### config.mk
export PLATFORM = sky130hd
export DESIGN_NAME = exc_escalate
export DESIGN_NICKNAME = d
export VERILOG_FILES = /design/src/rtl/exc_esc_pkg.sv /design/src/rtl/exc_esc_classify.sv /design/src/rtl/exc_esc_history.sv /design/src/rtl/exc_esc_decide.sv /design/src/rtl/exc_esc_stage.sv /design/src/rtl/exc_escalate.sv
export SDC_FILE = /design/constraint.sdc
export NUM_CORES = 1
export LEC_CHECK = 0
export ABC_AREA = 0
export BUFFER_PORTS_ARGS = -buffer_cell sky130_fd_sc_hd__buf_2
export CORE_UTILIZATION = 35
export DETAILED_ROUTE_END_ITERATION = 6
export SLEW_MARGIN = 40
export SYNTH_ARGS = -nofsm -noshare
export SYNTH_HDL_FRONTEND = slang
export SYNTH_SLANG_ARGS = --single-unit
export TNS_END_PERCENT = 10
### constraint.sdc
create_clock -name clk -period 4.59 [get_ports clk]
set_input_delay 0.2295 -clock clk [delete_from_list [all_inputs] [get_ports clk]]
set_output_delay 0.2295 -clock clk [all_outputs]
set_load 0.05 [all_outputs]
### src/rtl/exc_esc_pkg.sv
package exc_esc_pkg;

  localparam int VEC_W = 8;
  typedef logic [VEC_W-1:0] vec_t;

  // architectural vector numbers the escalation rules depend on
  localparam vec_t V_DIVIDE     = vec_t'(0);
  localparam vec_t V_DOUBLE     = vec_t'(8);
  localparam vec_t V_CONTRIB_LO = vec_t'(10);
  localparam vec_t V_CONTRIB_HI = vec_t'(13);
  localparam vec_t V_PAGE       = vec_t'(14);
  localparam vec_t V_ALIGN      = vec_t'(17);

  typedef enum logic [1:0] {
    RES_PASS,
    RES_DOUBLE,
    RES_TRIPLE,
    RES_SOFT
  } res_kind_e;

  typedef struct packed {
    vec_t vec;
    logic err_valid;
    logic err_zero;
    logic shutdown;
    logic guest_exit;
  } result_t;

  function automatic logic f_contrib(input vec_t v);
    return (v == V_DIVIDE) || ((v >= V_CONTRIB_LO) && (v <= V_CONTRIB_HI));
  endfunction

  function automatic logic f_has_err(input vec_t v);
    return (v == V_DOUBLE) || ((v >= V_CONTRIB_LO) && (v <= V_PAGE)) || (v == V_ALIGN);
  endfunction

endpackage

### src/rtl/exc_esc_classify.sv
module exc_esc_classify
  import exc_esc_pkg::*;
(
  input  vec_t vec,
  output logic is_contrib,
  output logic is_page,
  output logic is_double
);

  always_comb begin
    is_contrib = f_contrib(vec);
    is_page    = (vec == V_PAGE);
    is_double  = (vec == V_DOUBLE);
  end

endmodule

### src/rtl/exc_esc_history.sv
module exc_esc_history
  import exc_esc_pkg::*;
(
  input  logic clk,
  input  logic rst,
  input  logic clear,
  input  logic wr_en,
  input  vec_t wr_vec,
  output logic eff_valid,
  output vec_t eff_vec
);

  logic q_valid;
  vec_t q_vec;

  // a write of the same cycle wins over the clear
  always_ff @(posedge clk) begin
    if (rst) begin
      q_valid <= 1'b0;
      q_vec   <= '0;
    end else if (wr_en) begin
      q_valid <= 1'b1;
      q_vec   <= wr_vec;
    end else if (clear) begin
      q_valid <= 1'b0;
      q_vec   <= '0;
    end
  end

  // a clear in this cycle is already visible to the request being judged
  always_comb begin
    eff_valid = q_valid && !clear;
    eff_vec   = clear ? '0 : q_vec;
  end

  AST_HIST_CLEAR: assert property (@(posedge clk) disable iff (rst)
    clear && !wr_en |=> !q_valid);

  AST_HIST_KEEP: assert property (@(posedge clk) disable iff (rst)
    !clear && !wr_en |=> $stable(q_valid) && $stable(q_vec));

endmodule

### src/rtl/exc_esc_decide.sv
module exc_esc_decide
  import exc_esc_pkg::*;
(
  input  logic    hist_valid,
  input  vec_t    hist_vec,
  input  vec_t    new_vec,
  input  logic    swint,
  input  logic    guest,
  output result_t res,
  output logic    hist_we
);

  logic hc_raw, hp_raw, hd_raw;
  logic nc, np, nd;
  logic h_contrib, h_page, h_double, escalate;
  res_kind_e kind;

  exc_esc_classify u_hist_cls (
    .vec        (hist_vec),
    .is_contrib (hc_raw),
    .is_page    (hp_raw),
    .is_double  (hd_raw)
  );

  exc_esc_classify u_new_cls (
    .vec        (new_vec),
    .is_contrib (nc),
    .is_page    (np),
    .is_double  (nd)
  );

  always_comb begin
    h_contrib = hist_valid && hc_raw;
    h_page    = hist_valid && hp_raw;
    h_double  = hist_valid && hd_raw;
    // contributory pair, R2 page fault followed by contributory or page fault;
    // contributory followed by page fault is not escalated
    escalate  = (h_contrib && nc) || (h_page && (nc || np));

    if (swint)         kind = RES_SOFT;
    else if (h_double) kind = RES_TRIPLE;
    else if (escalate) kind = RES_DOUBLE;
    else               kind = RES_PASS;
  end

  always_comb begin
    res     = '0;
    hist_we = 1'b0;
    unique case (kind)
      RES_SOFT: begin
        res.vec = new_vec;
      end
      RES_TRIPLE: begin
        res.vec        = V_DOUBLE;
        res.shutdown   = !guest;
        res.guest_exit = guest;
      end
      RES_DOUBLE: begin
        res.vec       = V_DOUBLE;
        res.err_valid = 1'b1;
        res.err_zero  = 1'b1;
        hist_we       = 1'b1;
      end
      default: begin
        res.vec       = new_vec;
        res.err_valid = f_has_err(new_vec);
        hist_we       = nc || np || nd;
      end
    endcase
  end

endmodule

### src/rtl/exc_esc_stage.sv
module exc_esc_stage
  import exc_esc_pkg::*;
(
  input  logic    clk,
  input  logic    rst,
  input  logic    in_valid,
  output logic    in_ready,
  input  result_t d,
  output logic    out_valid,
  input  logic    out_ready,
  output result_t q
);

  logic fire;

  always_comb begin
    in_ready = !out_valid || out_ready;
    fire     = in_valid && in_ready;
  end

  // empty after reset
  always_ff @(posedge clk) begin
    if (rst) begin
      out_valid <= 1'b0;
      q         <= '0;
    end else if (fire) begin
      out_valid <= 1'b1;
      q         <= d;
    end else if (out_ready) begin
      out_valid <= 1'b0;
    end
  end

  AST_HOLD_RESULT: assert property (@(posedge clk) disable iff (rst)
    out_valid && !out_ready |=> out_valid && $stable(q));

  AST_TAKE_LATCH: assert property (@(posedge clk) disable iff (rst)
    in_valid && (!out_valid || out_ready) |=> out_valid && (q == $past(d)));

endmodule

### src/rtl/exc_escalate.sv
module exc_escalate
  import exc_esc_pkg::*;
(
  input  logic             clk,
  input  logic             rst,
  input  logic             in_valid,
  output logic             in_ready,
  input  logic [VEC_W-1:0] in_vector,
  input  logic             in_swint,
  input  logic             guest_mode,
  input  logic             deliver_done,
  output logic             out_valid,
  input  logic             out_ready,
  output logic [VEC_W-1:0] out_vector,
  output logic             out_err_valid,
  output logic             out_err_zero,
  output logic             out_shutdown,
  output logic             out_guest_exit
);

  logic    h_valid;
  vec_t    h_vec;
  result_t dec_res;
  result_t stg_q;
  logic    dec_we;
  logic    fire;

  assign fire = in_valid && in_ready;

  exc_esc_history u_hist (
    .clk       (clk),
    .rst       (rst),
    .clear     (deliver_done),
    .wr_en     (fire && dec_we),
    .wr_vec    (dec_res.vec),
    .eff_valid (h_valid),
    .eff_vec   (h_vec)
  );

  exc_esc_decide u_dec (
    .hist_valid (h_valid),
    .hist_vec   (h_vec),
    .new_vec    (in_vector),
    .swint      (in_swint),
    .guest      (guest_mode),
    .res        (dec_res),
    .hist_we    (dec_we)
  );

  exc_esc_stage u_stage (
    .clk       (clk),
    .rst       (rst),
    .in_valid  (in_valid),
    .in_ready  (in_ready),
    .d         (dec_res),
    .out_valid (out_valid),
    .out_ready (out_ready),
    .q         (stg_q)
  );

  always_comb begin
    out_vector     = stg_q.vec;
    out_err_valid  = stg_q.err_valid;
    out_err_zero   = stg_q.err_zero;
    out_shutdown   = out_valid && stg_q.shutdown;
    out_guest_exit = out_valid && stg_q.guest_exit;
  end

  AST_CONTRIB_PAIR: assert property (@(posedge clk) disable iff (rst)
    fire && !in_swint && h_valid && f_contrib(h_vec) && f_contrib(in_vector)
    |=> out_valid && (out_vector == V_DOUBLE) && out_err_zero);

  AST_PAGE_ESC: assert property (@(posedge clk) disable iff (rst)
    fire && !in_swint && h_valid && (h_vec == V_PAGE) &&
    (f_contrib(in_vector) || (in_vector == V_PAGE))
    |=> out_valid && (out_vector == V_DOUBLE) && out_err_zero);

  AST_TRIPLE_SHUT: assert property (@(posedge clk) disable iff (rst)
    fire && !in_swint && !guest_mode && h_valid && (h_vec == V_DOUBLE)
    |=> out_shutdown && !out_guest_exit && !out_err_valid);

  AST_TRIPLE_GUEST: assert property (@(posedge clk) disable iff (rst)
    fire && !in_swint && guest_mode && h_valid && (h_vec == V_DOUBLE)
    |=> out_guest_exit && !out_shutdown);

  AST_SOFT_PASS: assert property (@(posedge clk) disable iff (rst)
    fire && in_swint
    |=> (out_vector == $past(in_vector)) && !out_err_valid && !out_err_zero &&
        !out_shutdown && !out_guest_exit);

endmodule

==> results of run 1 <==
-- registers in the layout, summed over array words and instances (netlist names) --
name,cells
u_hist.q_valid,1
u_hist.q_vec,8
u_stage.out_valid,1
u_stage.q,12
-- power breakdown --
group          leakage (nW)  switching (mW)  internal (mW)
combinational         0.349          0.0529         0.0250
sequential            0.179         0.00342          0.198
clock                0.0210          0.0584         0.0485
total                 0.549           0.115          0.271
-- critical path, stage by stage (launching register included) --
cell and delay, ns:
dfxtp_1 0.33, nor4_1 0.28, o21a_1 0.16, o21ai_0 0.08, a2111oi_0 0.48, a41oi_1 0.27, ha_1 0.33, a31o_4 0.26
and3b_1 0.25, a22o_1 0.26
-- synthesized netlist by cell type (2+ instances only) --
cell / number
nand2b_1: 4
and2_1: 3
o21ai_0: 2
buf_6: 2
a31oi_1: 2
inv_1: 4
a21oi_1: 14
a31o_2: 2
a22o_1: 8
clkbuf_1: 4
nand2_1: 14
dfxtp_1: 22
ha_1: 4
nor2b_1: 3
nand3_1: 2
nand3b_1: 6
nor2_1: 6
nor3_1: 6
buf_4: 8
-- logic make-up after synthesis --
family,after synthesis
muxes,1
DFF,22
adders and majority gates,4
and+or+nand+nor,50
buffers and inverters,20
AOI/OAI and AO/OA,39
-- layout make-up --
| class | count | share of cell area |
|---|---|---|
| clock buffer | 4 | 0.02797 |
| inverter | 4 | 0.01157 |
| multi-input combinational | 94 | 0.4706 |
| sequential | 22 | 0.3394 |
| tap | 44 | 0.04243 |
| timing repair buffer | 28 | 0.1080 |
-- per-stage QoR --
stage          utilization  hold WS (ns)
2_1_floorplan            -        0.3590
6_report            0.4181        0.1514
4_1_cts             0.4181        0.1463
5_1_grt             0.4181        0.1497
3_5_place_dp        0.4065        0.4420
3_3_place_gp        0.4065        0.4369
-- worst paths after layout --
kind,start,to,slack (ns),depth (start not counted)
setup / recovery,u_hist.q_vec[5],u_hist.q_vec[6],1.80,9
hold / removal,in_valid,u_stage.out_valid,0.15,3
setup reg to reg,u_hist.q_vec[5],u_hist.q_vec[6],1.80,9
hold reg to reg,u_stage.q[1],u_stage.q[1],0.45,2
-- per-layer routing --
| layer | share of wire | GRT usage |
|---|---|---|
| met5 | 0 | 0 |
| met4 | 0.013 | 0.05980 |
| met3 | 0.041 | 0.04329 |
| met2 | 0.46 | 0.2524 |
| met1 | 0.48 | 0.1950 |
==> results.py, run 1 <==
metrics = {
    "cells_and_area": {
        "final_common_cell": "buf_2",
        "area_delta_synth_final_pct": 10.67,
        "seqCellArea_um2": 440.4,
        "fin_nets": 172,
        "stdcell_count": 196,
        "fin_area_um2": 1297,
        "num-fill-cells": 351,
        "multiInputGateArea_um2": 610.6,
        "drive_gt1_frac": 0.2566,
        "final_cell_mix": "buf_2 (28), dfxtp_1 (22), nand2_1 (14), a21oi_1 (14), a22o_1 (8)",
        "num_antenna_cells": 0,
    },
    "critical_path": {
        "path_class": "register to register",
        "cp_data_arrival_time_ns": 3.00,
        "startpoint_type": "register",
        "end_kind": "register",
        "cp_max_fo": 7,
        "required_ns": 4.80,
    },
    "drt": {
        "vias": 989,
        "wl_per_cell_um": 12.79,
        "first_pass_iters": 4,
        "drt-total-wl_um": 2507,
        "drt.antenna.violating_nets": 0,
        "drt_iter0_markers": 27,
        "drcViolationCount": 0,
        "vias_per_cell": 5.046,
    },
    "timing": {
        "slew_headroom": 0.5854,
        "drv_slew": 0,
        "layout_min_cycle_time_ns": 2.785,
        "fmax_ghz": 0.3590,
        "setup_viol": 0,
        "rsz0062_at_grt": "false",
        "hold_violations": 0,
        "final.period_utilization": 0.6068,
        "worst_slack_ns": 1.805,
        "fin_skew_ns": 0.008050,
        "tightestPinTransition_ns": 0.6063,
        "setup_tns_ns": 0,
    },
    "worst_hold_path": {
        "min_path_type": "primary input to register",
    },
    "die": {
        "dieArea_um2": 3585,
        "num_io_pins": 29,
        "die_y_um": 59.88,
        "core-area_um2": 3103,
        "rows": 20,
        "initial_core_util": 0.3778,
        "die_width_um": 59.88,
    },
    "logic_synthesis": {
        "syn_nets": 155,
        "synth_cell_type_count": 39,
        "synthMuxAreaShare": 0.009605,
        "ys_seq_area_frac": 0.3757,
        "yosys.area_share.xor_xnor": 0,
        "synth-main-ff-cell": "dfxtp_1",
        "synth_top_family_by_area": "compound AO/OA/AOI/OAI gates",
        "synth_simple_gate_area_frac": 0.2284,
        "avgSynthCellArea_um2": 8.620,
        "synth_fa_ha_area_frac": 0.04269,
        "ys_ff_latch": 22,
        "synth_area_leader_cell": "dfxtp_1",
        "synth_area_um2": 1172,
        "synth_warnings": 0,
        "synth_edf_count": 0,
        "synth-async-reset-ratio": 0,
        "synthTopCellsByArea": "dfxtp_1 (38%), a21oi_1 (6.0%), a22o_1 (6.0%), buf_4 (5.1%), nand2_1 (4.5%)",
        "synth_compound_area_frac": 0.2401,
        "postSynthCellCount": 136,
        "yosys.area.top_type_share": 0.3757,
    },
    "placed_design": {
        "port_buffers": 28,
        "post-place-ws_ns": 1.843,
        "place_area_um2": 1261,
        "place_congestion": 0.8270,
        "dpl.hpwl_um": 1885,
        "placed_cells_incl_taps": 192,
    },
    "clocking": {
        "htree_levels": 1,
        "cts_buffer_depth": 2,
        "hold_buffers": 0,
        "cts_resized": 0,
        "clock-root-buffer": "clkbuf_4",
        "cts_tree": "yes",
        "numCtsBuffers": 3,
        "clock-sinks": 22,
        "clkLatencyLatePin_ns": 0.31,
        "clkTransAtPathRegs_ns": 0.12,
        "cts_setup_buffers": 0,
    },
    "global_routing": {
        "grt_pass1_wl_um": 4112,
        "grt_max_degree": 17,
        "grt.total_usage": 0.1558,
        "grt-ovfl-total": 0,
        "grt_pass1_vias": 929,
        "antenna_found_initial": 0,
    },
    "run": {
        "maxCapViolations": 0,
    },
    "power": {
        "p_leak_nw": 0.5491,
        "p_per_area_nw_per_um2": 297.4,
        "total_power_mw": 0.3859,
        "vdd_drop_max_mv": 0.1869,
    },
    "status": {
        "status": "finished clean",
    },
}
Power figures use the tool's default switching activity.
==> inputs of run 2 (changes only) <==
--- a/config.mk
+++ b/config.mk
@@ -5,7 +5,7 @@
 export SDC_FILE = /design/constraint.sdc
 export NUM_CORES = 1
 export LEC_CHECK = 0
-export ABC_AREA = 0
+export ABC_AREA = 1
 export BUFFER_PORTS_ARGS = -buffer_cell sky130_fd_sc_hd__buf_2
 export CORE_UTILIZATION = 35
 export DETAILED_ROUTE_END_ITERATION = 6
==> constraint.sdc (replaced) <==
create_clock -name clk -period 2.3 [get_ports clk]
set_input_delay 0.115 -clock clk [delete_from_list [all_inputs] [get_ports clk]]
set_output_delay 0.115 -clock clk [all_outputs]
set_load 0.05 [all_outputs]
==> run 2 against run 1 <==
Effect of this change:
- non-clock buffer count unchanged
- total power rose to 2.6 times the previous value
- first-iteration DRC count up 41%
- register-to-register slack worse by 1.5 ns
- fmax up 37%
- worst setup slack worse by 1.5 ns
- die area up 14%
==> results.py, run 2 <==
metrics = {
    "logic_synthesis": {
        "synth-main-ff-cell": "dfxtp_1",
        "syn_nets": 224,
        "postSynthCellCount": 205,
        "avgSynthCellArea_um2": 6.549,
        "yosys.area.top_type_share": 0.3281,
        "synthMostInstantiatedCell": "nor2_1",
        "synth_area_um2": 1343,
        "synth_edf_count": 0,
        "ys_seq_area_frac": 0.3281,
        "synth_area_leader_cell": "dfxtp_1",
        "ys_ff_latch": 22,
        "yosys-top-cells-count": "nor2_1 (38), inv_1 (36), nand2_1 (28)",
        "synth-async-reset-ratio": 0,
        "synthTopCellsByArea": "dfxtp_1 (33%), nor2_1 (11%), inv_1 (10%), a21oi_1 (8.2%), nand2_1 (7.8%)",
        "synth_cell_type_count": 23,
        "synth_warnings": 0,
    },
    "status": {
        "status": "finished clean",
    },
    "die": {
        "dieArea_um2": 4088,
        "num_io_pins": 29,
        "die_y_um": 63.94,
        "core-area_um2": 3661,
        "rows": 22,
        "initial_core_util": 0.3667,
        "die_width_um": 63.94,
    },
    "global_routing": {
        "antenna_found_initial": 0,
        "grt_max_degree": 21,
        "grt_pass1_wl_um": 4747,
        "grt-ovfl-total": 0,
        "grt_pass1_vias": 1075,
        "grt.total_usage": 0.1510,
    },
    "critical_path": {
        "cp_max_fo": 9,
        "critPathMaxStageDelay_ns": 0.34,
        "required_ns": 2.47,
        "cp_data_arrival_time_ns": 2.21,
        "path_common_cell": "nand3_1",
        "cp_cell_sequence": "inv_1 -> nor2_1 -> nor2_1 -> nand3_1 -> nand3_1 -> nand3_1 -> nand3_1 -> inv_1 -> ha_1 -> inv_1 -> nor2_4 -> nand4_4 -> a21oi_1 -> nor2_1",
        "path_class": "register to register",
        "end_kind": "register",
        "startpoint_type": "register",
        "crit_slowest_cell": "dfxtp_1",
    },
    "cells_and_area": {
        "fin_nets": 243,
        "num-fill-cells": 404,
        "seqCellArea_um2": 440.4,
        "max_flop_register": "u_stage.q",
        "num_antenna_cells": 0,
        "multiInputGateArea_um2": 689.4,
        "stdcell_count": 271,
        "drive_gt1_frac": 0.1883,
        "fin_area_um2": 1536,
        "final_common_cell": "nor2_1",
        "final_cell_mix": "nor2_1 (38), inv_1 (36), nand2_1 (28), buf_2 (28)",
        "largest_reg_flops": 12,
        "area_delta_synth_final_pct": 14.45,
        "top_regs": "u_stage.q (12), u_hist.q_vec (8)",
    },
    "timing": {
        "tightestPinTransition_ns": 0.5391,
        "setup_tns_ns": 0,
        "whs_ns": 0.08189,
        "drv_slew": 0,
        "hold_violations": 0,
        "fin_skew_ns": 0.005599,
        "setup_viol": 0,
        "fmax_ghz": 0.4911,
        "layout_min_cycle_time_ns": 2.036,
        "slew_headroom": 0.6402,
        "final.period_utilization": 0.8854,
    },
    "placed_design": {
        "place_congestion": 0.8042,
        "port_buffers": 28,
        "place_area_um2": 1434,
        "dpl.hpwl_um": 2066,
        "placed_cells_incl_taps": 266,
    },
    "clocking": {
        "hold_buffers": 0,
        "cts_buffer_depth": 2,
        "clock-root-buffer": "clkbuf_8",
        "clkLatencyLatePin_ns": 0.27,
        "numCtsBuffers": 3,
        "htree_levels": 1,
        "cts_resized": 0,
        "cts_tree": "yes",
        "clock-sinks": 22,
        "cts_setup_buffers": 0,
        "clkTransAtPathRegs_ns": 0.09,
    },
    "drt": {
        "first_pass_iters": 3,
        "wl_per_cell_um": 11.01,
        "drt-total-wl_um": 2983,
        "vias": 1256,
        "drcViolationCount": 0,
        "drt.antenna.violating_nets": 0,
        "drt_iter0_markers": 38,
        "vias_per_cell": 4.635,
    },
    "run": {
        "maxCapViolations": 0,
    },
    "power": {
        "p_per_area_nw_per_um2": 651.8,
        "vdd_drop_max_mv": 0.4509,
        "total_power_mw": 1.001,
        "p_leak_nw": 0.7512,
    },
    "worst_hold_path": {
        "min_path_type": "primary input to register",
    },
}
[run 2: logic make-up (layout without fill, tap and decap cells)]
logic type / Yosys count / count (layout) / share of synthesized area
compound gates: 34 / 34 / 0.1333
buf+inv: 51 / 68 / 0.1817
simple gates: 94 / 95 / 0.3197
flops: 22 / 22 / 0.3281
fa+ha+maj: 4 / 4 / 0.03728
[run 2: per-stage QoR]
step / util / worst slack, ns
after global placement: 0.3917 / 0.1476
after floorplan: - / 0.3883
after global routing: 0.4197 / -0.007183
after detailed placement: 0.3917 / 0.1249
after CTS: 0.4111 / 0.1301
final: 0.4197 / 0.2637
[run 2: per-layer routing]
layer  vias to the layer above  track usage  routed length [um]
li1                        671            -                   -
met1                       559       0.1769                1413
met2                        22       0.2580                1397
met3                         4      0.04107                 124
met4                         0      0.05966                  48
met5                         -            0                   0
[run 2: final cells by class]
type | count | share of cell area
Clock buffer | 3 | 0.02687
Multi-Input combinational cell | 133 | 0.4487
Inverter | 36 | 0.08795
Clock inverter | 1 | 0.01954
Timing Repair Buffer | 28 | 0.09121
Tap cell | 48 | 0.03909
Sequential cell | 22 | 0.2866
[run 2: power by group]
part           internal (mW)  switching, mW
Sequential             0.404        0.00998
Combinational         0.0602          0.155
Clock                  0.233          0.139
[run 2: worst paths after layout]
| path | depth (start not counted) | end | start | slack [ns] |
|---|---|---|---|---|
| worst max-delay path | 14 | u_hist.q_vec[1] | u_hist.q_vec[1] | 0.26 |
| worst min-delay path | 2 | u_hist.q_valid | rst | 0.08 |
| worst max register to register | 14 | u_hist.q_vec[1] | u_hist.q_vec[1] | 0.26 |
| worst min register to register | 2 | u_stage.q[3] | u_stage.q[3] | 0.47 |
[run 2: worst max-delay path, delay by kind of cell, from the launching register on]
family / cells / cell delay, ns
compound gates: 1 / 0.20
flops: 1 / 0.34
buf+inv: 3 / 0.24
fa+ha+maj: 1 / 0.17
simple gates: 9 / 1.00
==> inputs of run 3 (changes only) <==
==> constraint.sdc (replaced) <==
create_clock -name clk -period 2.3 [get_ports clk]
set_input_delay 0.345 -clock clk [delete_from_list [all_inputs] [get_ports clk]]
set_output_delay 0.345 -clock clk [all_outputs]
set_load 0.05 [all_outputs]
==> run 3 against run 2 <==
Effect of this change:
- sequential power barely moved
- critical endpoint is now u_hist.q_vec[3]
- largest power group unchanged
- worst hold slack improved by 0.24 ns
- highest routed layer unchanged
- via count is 2.2% higher
==> results.py, run 3 (synthesis gave the netlist of run 2 again) <==
metrics = {
    "power": {
        "p_comb_frac": 0.221,
        "switchingPower_mw": 0.2926,
        "power.share.switching": 0.2950,
        "internal-power_mw": 0.6994,
        "p_per_area_nw_per_um2": 631.2,
        "clkPwrFrac": 0.362,
        "seqPwrFrac": 0.418,
        "vdd_drop_max_mv": 0.3284,
        "p_leak_nw": 0.7679,
    },
    "cells_and_area": {
        "num-fill-cells": 378,
        "fin_util": 0.4293,
        "seqCellArea_um2": 440.4,
        "final_cell_mix": "nor2_1 (37), inv_1 (36), nand2_1 (28), buf_2 (28)",
        "drive_gt1_frac": 0.2115,
        "fin_area_um2": 1572,
        "max_flop_register": "u_stage.q",
        "multiInputGateArea_um2": 694.4,
        "top_regs": "u_stage.q (12), u_hist.q_vec (8)",
        "final_common_cell": "nor2_1",
        "num_antenna_cells": 0,
        "fin_nets": 247,
        "stdcell_count": 275,
        "area_delta_synth_final_pct": 17.06,
        "largest_reg_flops": 12,
    },
    "worst_hold_path": {
        "hold_path_depth": 2,
        "min_path_type": "primary input to register",
        "holdPathEnd": "u_hist.q_valid",
        "min_from": "rst",
    },
    "die": {
        "core-area_um2": 3661,
        "num_io_pins": 29,
        "dieArea_um2": 4088,
        "die_y_um": 63.94,
        "die_width_um": 63.94,
        "rows": 22,
        "initial_core_util": 0.3667,
    },
    "global_routing": {
        "antenna_found_initial": 0,
        "grt_pass1_vias": 1141,
        "grt_max_degree": 21,
        "grt-ovfl-total": 0,
        "grt.total_usage": 0.1504,
        "grt_pass1_wl_um": 4774,
    },
    "critical_path": {
        "startpoint_type": "register",
        "cp_data_arrival_time_ns": 2.25,
        "required_ns": 2.46,
        "timing.rr.start": "u_hist.q_vec[0]",
        "end_kind": "register",
        "r2r_setup_slack_ns": 0.20,
        "reg2reg_depth": 14,
        "path_class": "register to register",
        "critPathMaxStageDelay_ns": 0.37,
        "cp_max_fo": 8,
        "r2r_end": "u_hist.q_vec[3]",
        "path_common_cell": "nand3_1",
        "cp_cell_sequence": "inv_1 -> nor2_2 -> nor2_1 -> nand3_1 -> nand3_1 -> nand3_1 -> nand3_1 -> inv_1 -> ha_2 -> inv_1 -> nor2_4 -> nand4_4 -> a21oi_1 -> nor2_1",
        "crit_slowest_cell": "dfxtp_1",
    },
    "placed_design": {
        "post-place-ws_ns": -0.08703,
        "place_area_um2": 1464,
        "port_buffers": 28,
        "dpl.hpwl_um": 2208,
        "place_congestion": 0.8051,
        "placed_cells_incl_taps": 270,
    },
    "clocking": {
        "clkLatencyLatePin_ns": 0.26,
        "clkTransAtPathRegs_ns": 0.08,
        "htree_levels": 1,
        "cts_tree": "yes",
        "cts_buffer_depth": 2,
        "clock-root-buffer": "clkbuf_8",
        "numCtsBuffers": 3,
        "clock-sinks": 22,
    },
    "drt": {
        "vias_per_cell": 4.669,
        "drcViolationCount": 0,
        "drt-total-wl_um": 3014,
        "wl_per_cell_um": 10.96,
        "first_pass_iters": 4,
        "vias": 1284,
        "drt_iter0_markers": 33,
        "drt.antenna.violating_nets": 0,
    },
    "timing": {
        "hold_violations": 0,
        "setup_viol": 0,
        "fin_skew_ns": 0.005355,
        "final.period_utilization": 0.9113,
        "fmax_ghz": 0.4771,
        "tightestPinTransition_ns": 0.4958,
        "slew_headroom": 0.6691,
        "whs_ns": 0.3212,
        "drv_slew": 0,
        "layout_min_cycle_time_ns": 2.096,
        "worst_slack_ns": 0.2041,
    },
    "run": {
        "maxCapViolations": 0,
    },
    "status": {
        "status": "finished clean",
    },
}
-- run 3: timing repair --
| action | CTS | global route |
|---|---|---|
| gates resized for setup | 0 | 5 |
| endpoints found under the hold margin | 0 | 0 |
| setup endpoints to repair | 0 | 9 |
| hold buffers | 0 | 0 |
| setup buffers | 0 | 0 |
-- run 3: final cells by class --
type	count	share of cell area
clock buffer	3	0.02627
clock inverter	1	0.01911
inverter	36	0.08599
multi-input combinational	133	0.4419
sequential	22	0.2803
tap	48	0.03822
timing repair buffer	32	0.1083
-- run 3: metal layers --
| metal | up-vias | global-route usage | routed length, um |
|---|---|---|---|
| li1 | 680 | - | - |
| met1 | 568 | 0.1613 | 1346 |
| met2 | 34 | 0.2872 | 1492 |
| met3 | 2 | 0.04107 | 156 |
| met4 | 0 | 0.03409 | 18 |
| met5 | - | 0 | 0 |
-- run 3: metrics by stage --
step / power, mW / setup TNS (ns)
final: 0.9920 / 0
after global routing: 1.044 / -0.002107
after CTS: 0.9972 / 0
after detailed placement: 0.6356 / -0.5071
after global placement: 0.6344 / -0.2133
after floorplan: 0.5993 / 0
-- run 3: power groups by stage --
stage                     combinational [mW]  sequential [mW]  clock, mW
final                                  0.219            0.414      0.359
after global routing                   0.243            0.417      0.384
after CTS                              0.213            0.414      0.369
after detailed placement               0.212            0.423          0
after global placement                 0.211            0.423          0
after floorplan                        0.166            0.434          0
-- run 3: worst max-delay path by stage --
stage                     depth (start not counted)         endpoint  slack, ns       startpoint
final                                            14  u_hist.q_vec[3]       0.20  u_hist.q_vec[0]
after global routing                             15  u_hist.q_vec[1]     -0.002  u_hist.q_vec[1]
after detailed placement                         14  u_hist.q_vec[4]      -0.09     in_vector[7]
after floorplan                                  16  u_hist.q_vec[0]       0.27     deliver_done
after global placement                           14  u_hist.q_vec[4]      -0.05     deliver_done
after CTS                                        14  u_hist.q_vec[4]       0.03  u_hist.q_vec[0]
-- run 3: worst max-delay path: cells and delay by family (launching register included) --
family	cells	cell delay, ns
AND/OR/NAND/NOR	9	1.00
adder cells (fa/ha/maj)	1	0.18
flip-flops	1	0.37
AO/OA/AOI/OAI	1	0.18
buffers and inverters	3	0.25
